<file path="config.mk">
export PLATFORM = sky130hd
export DESIGN_NAME = fetch_sched
export DESIGN_NICKNAME = d
export VERILOG_FILES = /design/src/rtl/fs_pkg.sv /design/src/rtl/fs_lowbit.sv /design/src/rtl/fs_spr_grp.sv /design/src/rtl/fs_disp_seq.sv /design/src/rtl/fetch_sched.sv
export SDC_FILE = /design/constraint.sdc
export NUM_CORES = 1
export LEC_CHECK = 0
export ABC_AREA = 1
export BUFFER_PORTS_ARGS = -buffer_cell sky130_fd_sc_hd__buf_2
export CORE_MARGIN = 8
export CORE_UTILIZATION = 55
export DETAILED_ROUTE_END_ITERATION = 6
export PLACE_DENSITY = 0.82
export SYNTH_ARGS = -nofsm -noshare
export SYNTH_HDL_FRONTEND = slang
export SYNTH_HIERARCHICAL = 1
export SYNTH_SLANG_ARGS = --single-unit
</file>
<file path="constraint.sdc">
create_clock -name clk_i -period 2.8 [get_ports clk_i]
set_clock_uncertainty 0.15 [all_clocks]
set_input_delay 0.28 -clock clk_i [delete_from_list [all_inputs] [get_ports clk_i]]
set_output_delay 0.28 -clock clk_i [all_outputs]
set_load 0.05 [all_outputs]
</file>
<file path="src/rtl/fs_pkg.sv">
package fs_pkg;
  typedef enum logic [2:0] {
    K_IDLE   = 3'd0,
    K_MATRIX = 3'd1,
    K_CHAR   = 3'd2,
    K_BITMAP = 3'd3,
    K_PLANE  = 3'd4,
    K_RFSH   = 3'd5,
    K_SPTR   = 3'd6,
    K_SDAT   = 3'd7
  } kind_e;

  localparam logic [1:0] BUS_NONE = 2'b00;
  localparam logic [1:0] BUS_PRI  = 2'b01;
  localparam logic [1:0] BUS_SEC  = 2'b10;
  localparam logic [1:0] BUS_BOTH = 2'b11;
endpackage

</file>
<file path="src/rtl/fs_lowbit.sv">
module fs_lowbit #(
  parameter int N = 8,
  localparam int W = (N > 1) ? $clog2(N) : 1
) (
  input  logic [N-1:0] vec_i,
  output logic         found_o,
  output logic [W-1:0] idx_o
);
  always_comb begin
    idx_o = '0;
    for (int i = N - 1; i >= 0; i--) begin
      if (vec_i[i]) idx_o = W'(i);
    end
  end
  assign found_o = |vec_i;
endmodule

</file>
<file path="src/rtl/fs_spr_grp.sv">
module fs_spr_grp #(
  parameter int N_SPR = 8,
  localparam int SW = (N_SPR > 1) ? $clog2(N_SPR) : 1
) (
  input  logic             clk_i,
  input  logic             rst_ni,
  input  logic             load_i,
  input  logic [N_SPR-1:0] en_i,
  input  logic [N_SPR-1:0] act_i,
  input  logic             step_i,
  output logic             busy_o,
  output logic             ptr_o,
  output logic [SW-1:0]    idx_o
);
  logic [N_SPR-1:0] pend_q;
  logic [1:0]       sub_q;

  fs_lowbit #(.N(N_SPR)) u_pick (
    .vec_i  (pend_q),
    .found_o(busy_o),
    .idx_o  (idx_o)
  );

  assign ptr_o = (sub_q == 2'd0);

  always_ff @(posedge clk_i or negedge rst_ni) begin
    if (!rst_ni) begin
      pend_q <= '0;
      sub_q  <= '0;
    end else if (load_i) begin
      pend_q <= en_i & act_i;
      sub_q  <= '0;
    end else if (step_i && busy_o) begin
      if (sub_q == 2'd3) begin
        sub_q          <= '0;
        pend_q[idx_o]  <= 1'b0;
      end else begin
        sub_q <= sub_q + 2'd1;
      end
    end
  end
endmodule

</file>
<file path="src/rtl/fs_disp_seq.sv">
module fs_disp_seq
  import fs_pkg::*;
#(
  parameter int N_BP = 8,
  localparam int BW = (N_BP > 1) ? $clog2(N_BP) : 1
) (
  input  logic            clk_i,
  input  logic            rst_ni,
  input  logic            load_i,
  input  logic            bmm_i,
  input  logic            bpm_i,
  input  logic [N_BP-1:0] mask_i,
  input  logic            step_i,
  input  logic            clr_i,
  output kind_e           kind_o,
  output logic [1:0]      bus_o,
  output logic [BW-1:0]   plane_o,
  output logic            cas_a_o,
  output logic            cas_b_o
);
  logic            bmm_q, bpm_q, phase_q;
  logic [N_BP-1:0] mask_q, left_q, avail;
  logic            found;
  logic [BW-1:0]   pick;

  // rotation restarts from the full mask once every plane was served
  assign avail = (left_q == '0) ? mask_q : left_q;

  fs_lowbit #(.N(N_BP)) u_pick (
    .vec_i  (avail),
    .found_o(found),
    .idx_o  (pick)
  );

  always_comb begin
    kind_o  = K_IDLE;
    bus_o   = BUS_NONE;
    plane_o = '0;
    cas_a_o = 1'b0;
    cas_b_o = 1'b0;
    if (bpm_q) begin
      if (found) begin
        kind_o  = K_PLANE;
        plane_o = pick;
        bus_o   = pick[0] ? BUS_SEC : BUS_PRI;
        cas_a_o = !pick[0];
        cas_b_o = pick[0];
      end
    end else if (!phase_q) begin
      kind_o  = K_MATRIX;
      bus_o   = BUS_BOTH;
      cas_a_o = 1'b1;
      cas_b_o = 1'b1;
    end else begin
      kind_o  = bmm_q ? K_BITMAP : K_CHAR;
      bus_o   = BUS_PRI;
      cas_a_o = 1'b1;
    end
  end

  always_ff @(posedge clk_i or negedge rst_ni) begin
    if (!rst_ni) begin
      bmm_q   <= 1'b0;
      bpm_q   <= 1'b0;
      mask_q  <= '0;
      phase_q <= 1'b0;
      left_q  <= '0;
    end else if (load_i) begin
      bmm_q   <= bmm_i;
      bpm_q   <= bpm_i;
      mask_q  <= mask_i;
      phase_q <= 1'b0;
      left_q  <= '0;
    end else if (clr_i) begin
      phase_q <= 1'b0;
      left_q  <= '0;
    end else if (step_i) begin
      if (!bpm_q) phase_q <= !phase_q;
      else if (found) left_q <= avail & ~(N_BP'(1) << pick);
    end
  end
endmodule

</file>
<file path="src/rtl/fetch_sched.sv">
module fetch_sched
  import fs_pkg::*;
#(
  parameter int N_SPR  = 8,
  parameter int N_BP   = 8,
  parameter int N_RFSH = 6,
  localparam int SW = (N_SPR > 1) ? $clog2(N_SPR) : 1,
  localparam int BW = (N_BP > 1) ? $clog2(N_BP) : 1,
  localparam int RW = $clog2(N_RFSH + 1)
) (
  input  logic             clk_i,
  input  logic             rst_ni,
  input  logic             cyc_en_i,
  input  logic             hsync_i,
  input  logic             disp_i,
  input  logic             bmm_i,
  input  logic             bpm_i,
  input  logic [N_BP-1:0]  bp_en_i,
  input  logic [N_SPR-1:0] spr_en_i,
  input  logic [N_SPR-1:0] spr_act_i,
  output logic [2:0]       kind_o,
  output logic [1:0]       bus_o,
  output logic [BW-1:0]    plane_o,
  output logic [SW-1:0]    spr_o,
  output logic             cas_a_o,
  output logic             cas_b_o
);
  logic [RW-1:0] rf_q;
  logic          in_rf, run;
  logic          spr_busy, spr_ptr;
  logic [SW-1:0] spr_idx;
  kind_e         d_kind;
  logic [1:0]    d_bus;
  logic [BW-1:0] d_plane;
  logic          d_cas_a, d_cas_b;

  kind_e         n_kind;
  logic [1:0]    n_bus;
  logic [BW-1:0] n_plane;
  logic [SW-1:0] n_spr;
  logic          n_cas_a, n_cas_b;

  assign in_rf = (rf_q != RW'(N_RFSH));
  assign run   = cyc_en_i && !hsync_i;

  always_ff @(posedge clk_i or negedge rst_ni) begin
    if (!rst_ni)                rf_q <= RW'(N_RFSH);
    else if (hsync_i)           rf_q <= '0;
    else if (cyc_en_i && in_rf) rf_q <= rf_q + RW'(1);
  end

  fs_spr_grp #(.N_SPR(N_SPR)) u_spr (
    .clk_i (clk_i),
    .rst_ni(rst_ni),
    .load_i(hsync_i),
    .en_i  (spr_en_i),
    .act_i (spr_act_i),
    .step_i(run && !in_rf),
    .busy_o(spr_busy),
    .ptr_o (spr_ptr),
    .idx_o (spr_idx)
  );

  fs_disp_seq #(.N_BP(N_BP)) u_disp (
    .clk_i  (clk_i),
    .rst_ni (rst_ni),
    .load_i (hsync_i),
    .bmm_i  (bmm_i),
    .bpm_i  (bpm_i),
    .mask_i (bp_en_i),
    .step_i (run && !in_rf && !spr_busy && disp_i),
    .clr_i  (run && !in_rf && !spr_busy && !disp_i),
    .kind_o (d_kind),
    .bus_o  (d_bus),
    .plane_o(d_plane),
    .cas_a_o(d_cas_a),
    .cas_b_o(d_cas_b)
  );

  // slot priority: refresh, sprite group, display, idle
  always_comb begin
    n_kind  = K_IDLE;
    n_bus   = BUS_NONE;
    n_plane = '0;
    n_spr   = '0;
    n_cas_a = 1'b0;
    n_cas_b = 1'b0;
    if (in_rf) begin
      n_kind = K_RFSH;
    end else if (spr_busy) begin
      n_kind  = spr_ptr ? K_SPTR : K_SDAT;
      n_spr   = spr_idx;
      n_bus   = BUS_PRI;
      n_cas_a = 1'b1;
    end else if (disp_i) begin
      n_kind  = d_kind;
      n_bus   = d_bus;
      n_plane = d_plane;
      n_cas_a = d_cas_a;
      n_cas_b = d_cas_b;
    end
  end

  always_ff @(posedge clk_i or negedge rst_ni) begin
    if (!rst_ni) begin
      kind_o  <= K_IDLE;
      bus_o   <= BUS_NONE;
      plane_o <= '0;
      spr_o   <= '0;
      cas_a_o <= 1'b0;
      cas_b_o <= 1'b0;
    end else if (hsync_i) begin
      kind_o  <= K_IDLE;
      bus_o   <= BUS_NONE;
      plane_o <= '0;
      spr_o   <= '0;
      cas_a_o <= 1'b0;
      cas_b_o <= 1'b0;
    end else if (cyc_en_i) begin
      kind_o  <= n_kind;
      bus_o   <= n_bus;
      plane_o <= n_plane;
      spr_o   <= n_spr;
      cas_a_o <= n_cas_a;
      cas_b_o <= n_cas_b;
    end
  end
endmodule

</file>
Yosys cells after proc, flatten, opt, wreduce, memory -nomap -nowiden:

Index checks and enable logic that the tools add are counted.

* bits in registers: 45
* input port bits: 31

* $add $sub $neg: 2
* $lt $le $gt $ge: 2
* eq/ne operators: 3
* shift operators: 1
* multiplexer cells: 81
* bitwise logic cells: 5
* reductions and logical operators: 28

Operator list (number)
* $mux W3: 37
* $mux W8: 9
* $and A8 B8 Y8: 3
* $mux W2: 12
* $mux W1: 22
* $not A8 Y8: 2
* $reduce_or A8 Y1: 2
* $reduce_bool A3 Y1: 3
* $logic_and A1 B1 Y1: 8
* $logic_not A8 Y1: 1
* $reduce_bool A2 Y1: 4
* $shl A1 B3 Y8 const A: 1
* $logic_not A1 Y1: 6
* $lt A3 B4 Y1 const B: 1
* $reduce_and A2 Y1: 2
* $add A3 B1 Y3 const B: 1
* $demux W1 S3: 1
* $ge A3 B1 Y1 const B: 1
* $ne A3 B2 Y1 const B: 1
* $ne A3 B3 Y1 const B: 1
* $reduce_and A3 Y1: 1
* $add A2 B1 Y2 const B: 1
* $eq A2 B2 Y1 const B: 1
* $logic_not A2 Y1: 1

Longest topological paths before layout:

* depth after elaboration: 18
* mapped depth: 18
* depth with buffers taken out: 17

Modules after synthesis:

Netlist, hierarchy kept.

Modules (own cells, without submodules)
* fs_disp_seq: times used 1, cells an instance 147, area each 1037.2 um2, seq. area each 475.5 um2
* fetch_sched: times used 1, cells an instance 95, area each 825.8 um2, seq. area each 402.9 um2
* fs_spr_grp: times used 1, cells an instance 78, area each 576.8 um2, seq. area each 250.2 um2
* fs_lowbit: times used 2, cells an instance 22, area each 98.8 um2, seq. area each 0.0 um2

Worst setup path before layout:

OpenSTA, ideal clock, no wires.

* path type: reg-to-reg
* from: register u_disp.left_q[7]
* to: register bus_o[0]
* arrival time: 2.000 ns
* data required time: 2.529 ns
* path slack: 0.529 ns
* cell stages (with the launch flop): 18
* path buffers: 1
* cell sequence: dfrtp_1 -> nor2_1 -> nand2_1 -> nor2_4 -> nand2_1 -> nand2_1 -> inv_1 -> nand2_1 -> nand2_1 -> nand2_1 -> nand2_1 -> a21oi_1 -> inv_1 -> nand2_1 -> nand2_1 -> buf_4 -> a21oi_1 -> o21ai_2

RTL lines
* start, declared: line fs_disp_seq.sv:22 `logic [N_BP-1:0] mask_q, left_q, avail;`
* start signal, assigned: line fs_disp_seq.sv:79 `else if (found) left_q <= avail & ~(N_BP'(1) << pick);`
* $logic_not A8 Y1: line fs_disp_seq.sv:27 `assign avail = (left_q == '0) ? mask_q : left_q;`
* $mux W8: line fs_disp_seq.sv:27
* net u_disp.avail[5]: line fs_disp_seq.sv:22
* $mux W3 (6 in series): line fs_lowbit.sv:12 `if (vec_i[i]) idx_o = W'(i);`
* net u_disp.pick[0]: line fs_disp_seq.sv:24 `logic [BW-1:0] pick;`
* $mux W2: line fs_disp_seq.sv:45 `bus_o = pick[0] ? BUS_SEC : BUS_PRI;`
* $mux W2: line fs_disp_seq.sv:42 `if (found) begin`
* $mux W2: line fs_disp_seq.sv:41 `if (bpm_q) begin`
* net d_bus[0]: line fetch_sched.sv:33 `logic [1:0] d_bus;`
* $mux W2: line fetch_sched.sv:95 `end else if (disp_i) begin`
* $mux W2: line fetch_sched.sv:90 `end else if (spr_busy) begin`
* $mux W2: line fetch_sched.sv:88 `if (in_rf) begin`
* $mux W2: line fetch_sched.sv:119 `end else if (cyc_en_i) begin`
* $mux W2: line fetch_sched.sv:112 `end else if (hsync_i) begin`
* end signal, assigned: line fetch_sched.sv:121 `bus_o <= n_bus;`
* end, declared: line fetch_sched.sv:22 `output logic [1:0] bus_o,`

The timed path passes the listed nets, and every way through them passes these cells. The select of a mux whose other input is x is not followed.
A chain may end at the register's enable or synchronous reset.

Worst setup path in the final report:

* from: register u_disp.left_q[1]
* to: register u_disp.left_q[6]

RTL lines
* $logic_not A8 Y1: line fs_disp_seq.sv:27
* $mux W8: line fs_disp_seq.sv:27
* net u_disp.avail[6]: line fs_disp_seq.sv:22
* $mux W3 (7 in series): line fs_lowbit.sv:12
* net u_disp.pick[1]: line fs_disp_seq.sv:24
* $shl A1 B3 Y8: line fs_disp_seq.sv:79
* $not A8 Y8: line fs_disp_seq.sv:79
* $and A8 B8 Y8: line fs_disp_seq.sv:79
* $mux W8: line fs_disp_seq.sv:79
* $mux W8: line fs_disp_seq.sv:78 `if (!bpm_q) phase_q <= !phase_q;`
* $mux W8: line fs_disp_seq.sv:77 `end else if (step_i) begin`
* $mux W8: line fs_disp_seq.sv:74 `end else if (clr_i) begin`
* $mux W8: line fs_disp_seq.sv:68 `end else if (load_i) begin`

The timed path passes the listed nets, and every way through them passes these cells. The select of a mux whose other input is x is not followed.

==> summary.txt <==
Yosys
  – Synth area leader: dfrtp_1
  – Seq cells post-synth: 45
  – Synth Area in Compound Gates: under 10%
  – Post-Synthesis Cells: ~360
  – Synthesized net count: roughly 400
  – Adder-cell share of the synthesized area: between 1.5 and 2%
  – Cell area after synthesis: between 2000 and 3000 um2
  – Area contributors post-synth: dfrtp_1, nand2_1, inv_1
  – Synth warn: 6
  – Mux contribution to synthesized area: 0%
  – Synth top area share: a little over 40%
  – Synth Area in Simple Gates: 37.67%
  – Xor/xnor cell area share of the yosys netlist: 0%
  – Largest family of logic cells by synthesized area: simple AND/OR/NAND/NOR gates
  – Netlist cell types: 30
  – Sequential-to-total area share from yosys stat: a little over two fifths
  – Post-synthesis average cell area: ~7.2 um2

Die
  – Area of the core: about 4700 um2
  – Die Y: roughly 85 um
  – DIE AREA: around 7300 um2
  – Num rows: 25
  – Die width: ~85 um
  – Initial core utilization: around 57%
  – IO Count: 44

Clocking
  – H-tree levels: 2
  – Post-CTS sizing: 0
  – Clock Latency Late Sink: between 300 and 400 ps
  – Clk buf depth: 2
  – CTS root buffer: clkbuf_8
  – CTS tree: built
  – Post-CTS Setup Bufs: 0
  – Total CTS buffers: 5
  – Clock-pin slew on the worst setup and hold paths: roughly 90 ps
  – Post-CTS Hold Fix Bufs: 0
  – Clk sinks: between 40 and 50

STA
  – Slew @ Worst Pin: ~960 ps
  – Period minus WS final: approximately 2500 ps
  – Setup-violating endpoint count in the final report: 0
  – Fin Hold WS: -21.05 ps
  – Max frequency: around 0.40 GHz
  – Max-Slew Margin vs Limit: between 30% and 40%
  – RSZ-0062 raised after global routing: no
  – Max Slew Vio Count: 0
  – Final count of hold timing violations: between 40 and 50
  – Setup TNS: 0 ps
  – Final worst slack: 313.8 ps
  – Tcrit/Tclk final: 88.79%

GRT
  – First-pass GRT wire length: 10240 um
  – Global routing met1 resource utilization: 21.94%
  – GR peak layer: met2
  – M2 GR Usage: approximately a quarter
  – Tot GR Track Use: between 10% and 20%
  – Overflow after GRT: 0
  – GR Util met3: around 4.4%
  – Largest net degree at the start of global routing: 46
  – Number of global-route vias before repair: ~2.3k
  – Initial antenna violation count: 0

Flow run
  – Max cap viols: 0

Critical path
  – Path type of the worst setup path: register to register
  – Crit path cell chain: nor2_1 > nand2_1 > nor2_4 > nand2_1 > nand2_1 > or2_1 > nand3_1 > a31oi_1 > inv_1 > nor3_1 > o21ai_1 > nand2_1 > inv_1
  – Req. time, crit path: 2850 ps
  – Slowest CP cell: dfrtp_1
  – CP Capture Type: register
  – Worst EP arrival: about 2500 ps
  – RR Startpoint: u_disp/left_q[1]
  – Crit-path max cell delay: ~400 ps
  – Crit path max-delay family: simple AND/OR/NAND/NOR gates
  – Top cell by count, worst path: nand2_1
  – Crit-path max FO: 8
  – CP bufs+invs: 2
  – CP Launch Point: u_disp/left_q[1]
  – CP Launch Type: register

Drt
  – Vias/cell: about 5.3
  – ANT nets after route: 0
  – Drt first pass iters: 4
  – Iteration-0 DRC Markers: around 150
  – Detailed Route WL: 5838 um
  – Vias: around 2.4k
  – Post-DR wirelength/cell: between 10 and 15 um
  – DRC viols: 0

Final layout
  – Sequential Area: about 1100 um2
  – Synthesis-to-layout area growth: 12.81%
  – Fin nets: around 440
  – Fill cells: 430
  – Multi-input gate area: about 1200 um2
  – Fraction of layout cells with a size suffix above 1: 18.87%
  – N_diodes: 0

Outcome
  – Failing checks: negative hold slack
  – Status: complete, but fails checks

Power and ir drop
  – Switch Pwr: about 440 uW
  – Seq pwr share: 47.8%
  – Clock Power Share: 32.8%
  – Power per cell area: between 400 and 500 nW/um2
  – Total power draw: roughly 1500 uW
  – Worst ir drop on vdd: about 370 uV
  – Combinational power share: roughly a fifth
  – Switching Share: approximately 30%
  – Pint: around 1000 uW
  – Pleak: approximately 0.0017 uW

Hold path
  – Hold Path Class: primary input to asynchronous set/reset pin

Place
  – Worst slack, placed: 406.1 ps
  – RePlAce Congestion: slightly below 0.9
  – Detailed placement HPWL: ~4300 um
  – Port bufs: between 40 and 50
==> Yosys cell counts (all sizes together) <==
| cell | number |
|---|---|
| a21oi | 7 |
| a31oi | 3 |
| and3 | 1 |
| buf | 8 |
| clkinv | 1 |
| dfrtp | 43 |
| dfstp | 2 |
| ha | 4 |
| inv | 56 |
| nand2 | 149 |
| nand3 | 28 |
| nand4 | 9 |
| nor2 | 21 |
| nor3 | 11 |
| o21ai | 17 |
| o21bai | 1 |
| o22ai | 1 |
| or2 | 2 |
==> through the flow <==
stage          instances  hold WS [ps]  utilization, %  instance area [um2]
6_report             462        -21.05           63.84                 2975
5_1_grt              462         41.46           63.84                 2975
4_1_cts              462         19.57           63.84                 2975
3_5_place_dp         454         309.9           61.53                 2868
3_3_place_gp         454         305.0           61.53                 2868
2_1_floorplan        364        -165.6               -                 2638
==> per-layer routing <==
metal	routed length, um	vias to the layer above	part of all wire (%)
li1	-	1216	-
met1	2715	1109	47
met2	2645	92	45
met3	388	10	6.6
met4	89	0	1.5
met5	0	-	0
==> state kept, by name (all words and copies together), names as in the netlist <==
name            cells
u_disp/left_q       8
u_disp/mask_q       8
u_spr/pend_q        8
kind_o              3
plane_o             3
rf_q                3
spr_o               3
bus_o               2
u_spr/sub_q         2
cas_a_o             1
cas_b_o             1
u_disp/bmm_q        1
u_disp/bpm_q        1
u_disp/phase_q      1
==> power groups by stage <==
stage | sequential [uW] | combinational, uW | clock, uW
floorplan | 723 | 202 | 0
finish | 709 | 288 | 487
detailed placement | 722 | 283 | 0
global route | 715 | 328 | 525
CTS | 709 | 286 | 494
global placement | 720 | 276 | 0
==> cell families after synthesis <==
family / after synthesis
buf+inv: 65
compound gates: 29
fa+ha+maj: 4
flops: 45
simple gates: 221
==> cells in the final DEF, fill, tap and decap left out, drive strengths merged <==
cell,synthesis,layout
o21ai,17,17
or2,2,2
clkbuf,0,6
dfstp,2,2
dfrtp,43,43
clkinv,1,2
inv,56,56
ha,4,4
bufinv,0,1
buf,8,44
a31oi,3,3
nand4,9,9
nand2,149,149
nand3,28,28
o22ai,1,1
a21oi,7,7
nor3,11,11
and3,1,1
o21bai,1,1
nor2,21,21
==> worst register-to-register path: stages, from the launching register on <==
cell	delay [ps]
dfrtp_1	400
nor2_1	120
nand2_1	90
nor2_4	190
nand2_1	70
nand2_1	100
or2_1	150
nand3_1	90
a31oi_1	350
inv_1	190
nor3_1	290
o21ai_1	90
nand2_1	60
inv_1	40
==> layout make-up <==
type,instances,area share [%]
clock inverters,2,1.177
flip-flops and latches,45,37.93
multi-input cells,254,41.34
repair buffers,44,7.485
inverters,57,7.359
well taps,54,2.271
clock buffers,6,2.439
==> final timing paths <==
path,endpoint,slack (ps),cells past startpoint
max,u_disp/left_q[6],310,13
min,u_disp/phase_q,-20,1
max reg2reg,u_disp/left_q[6],310,13
min reg2reg,u_spr/pend_q[2],330,2
max in group asynchronous,spr_o[2],1930,1
min in group clk_i,u_disp/mask_q[3],20,3
No activity file was read; power rests on OpenSTA's default activity.
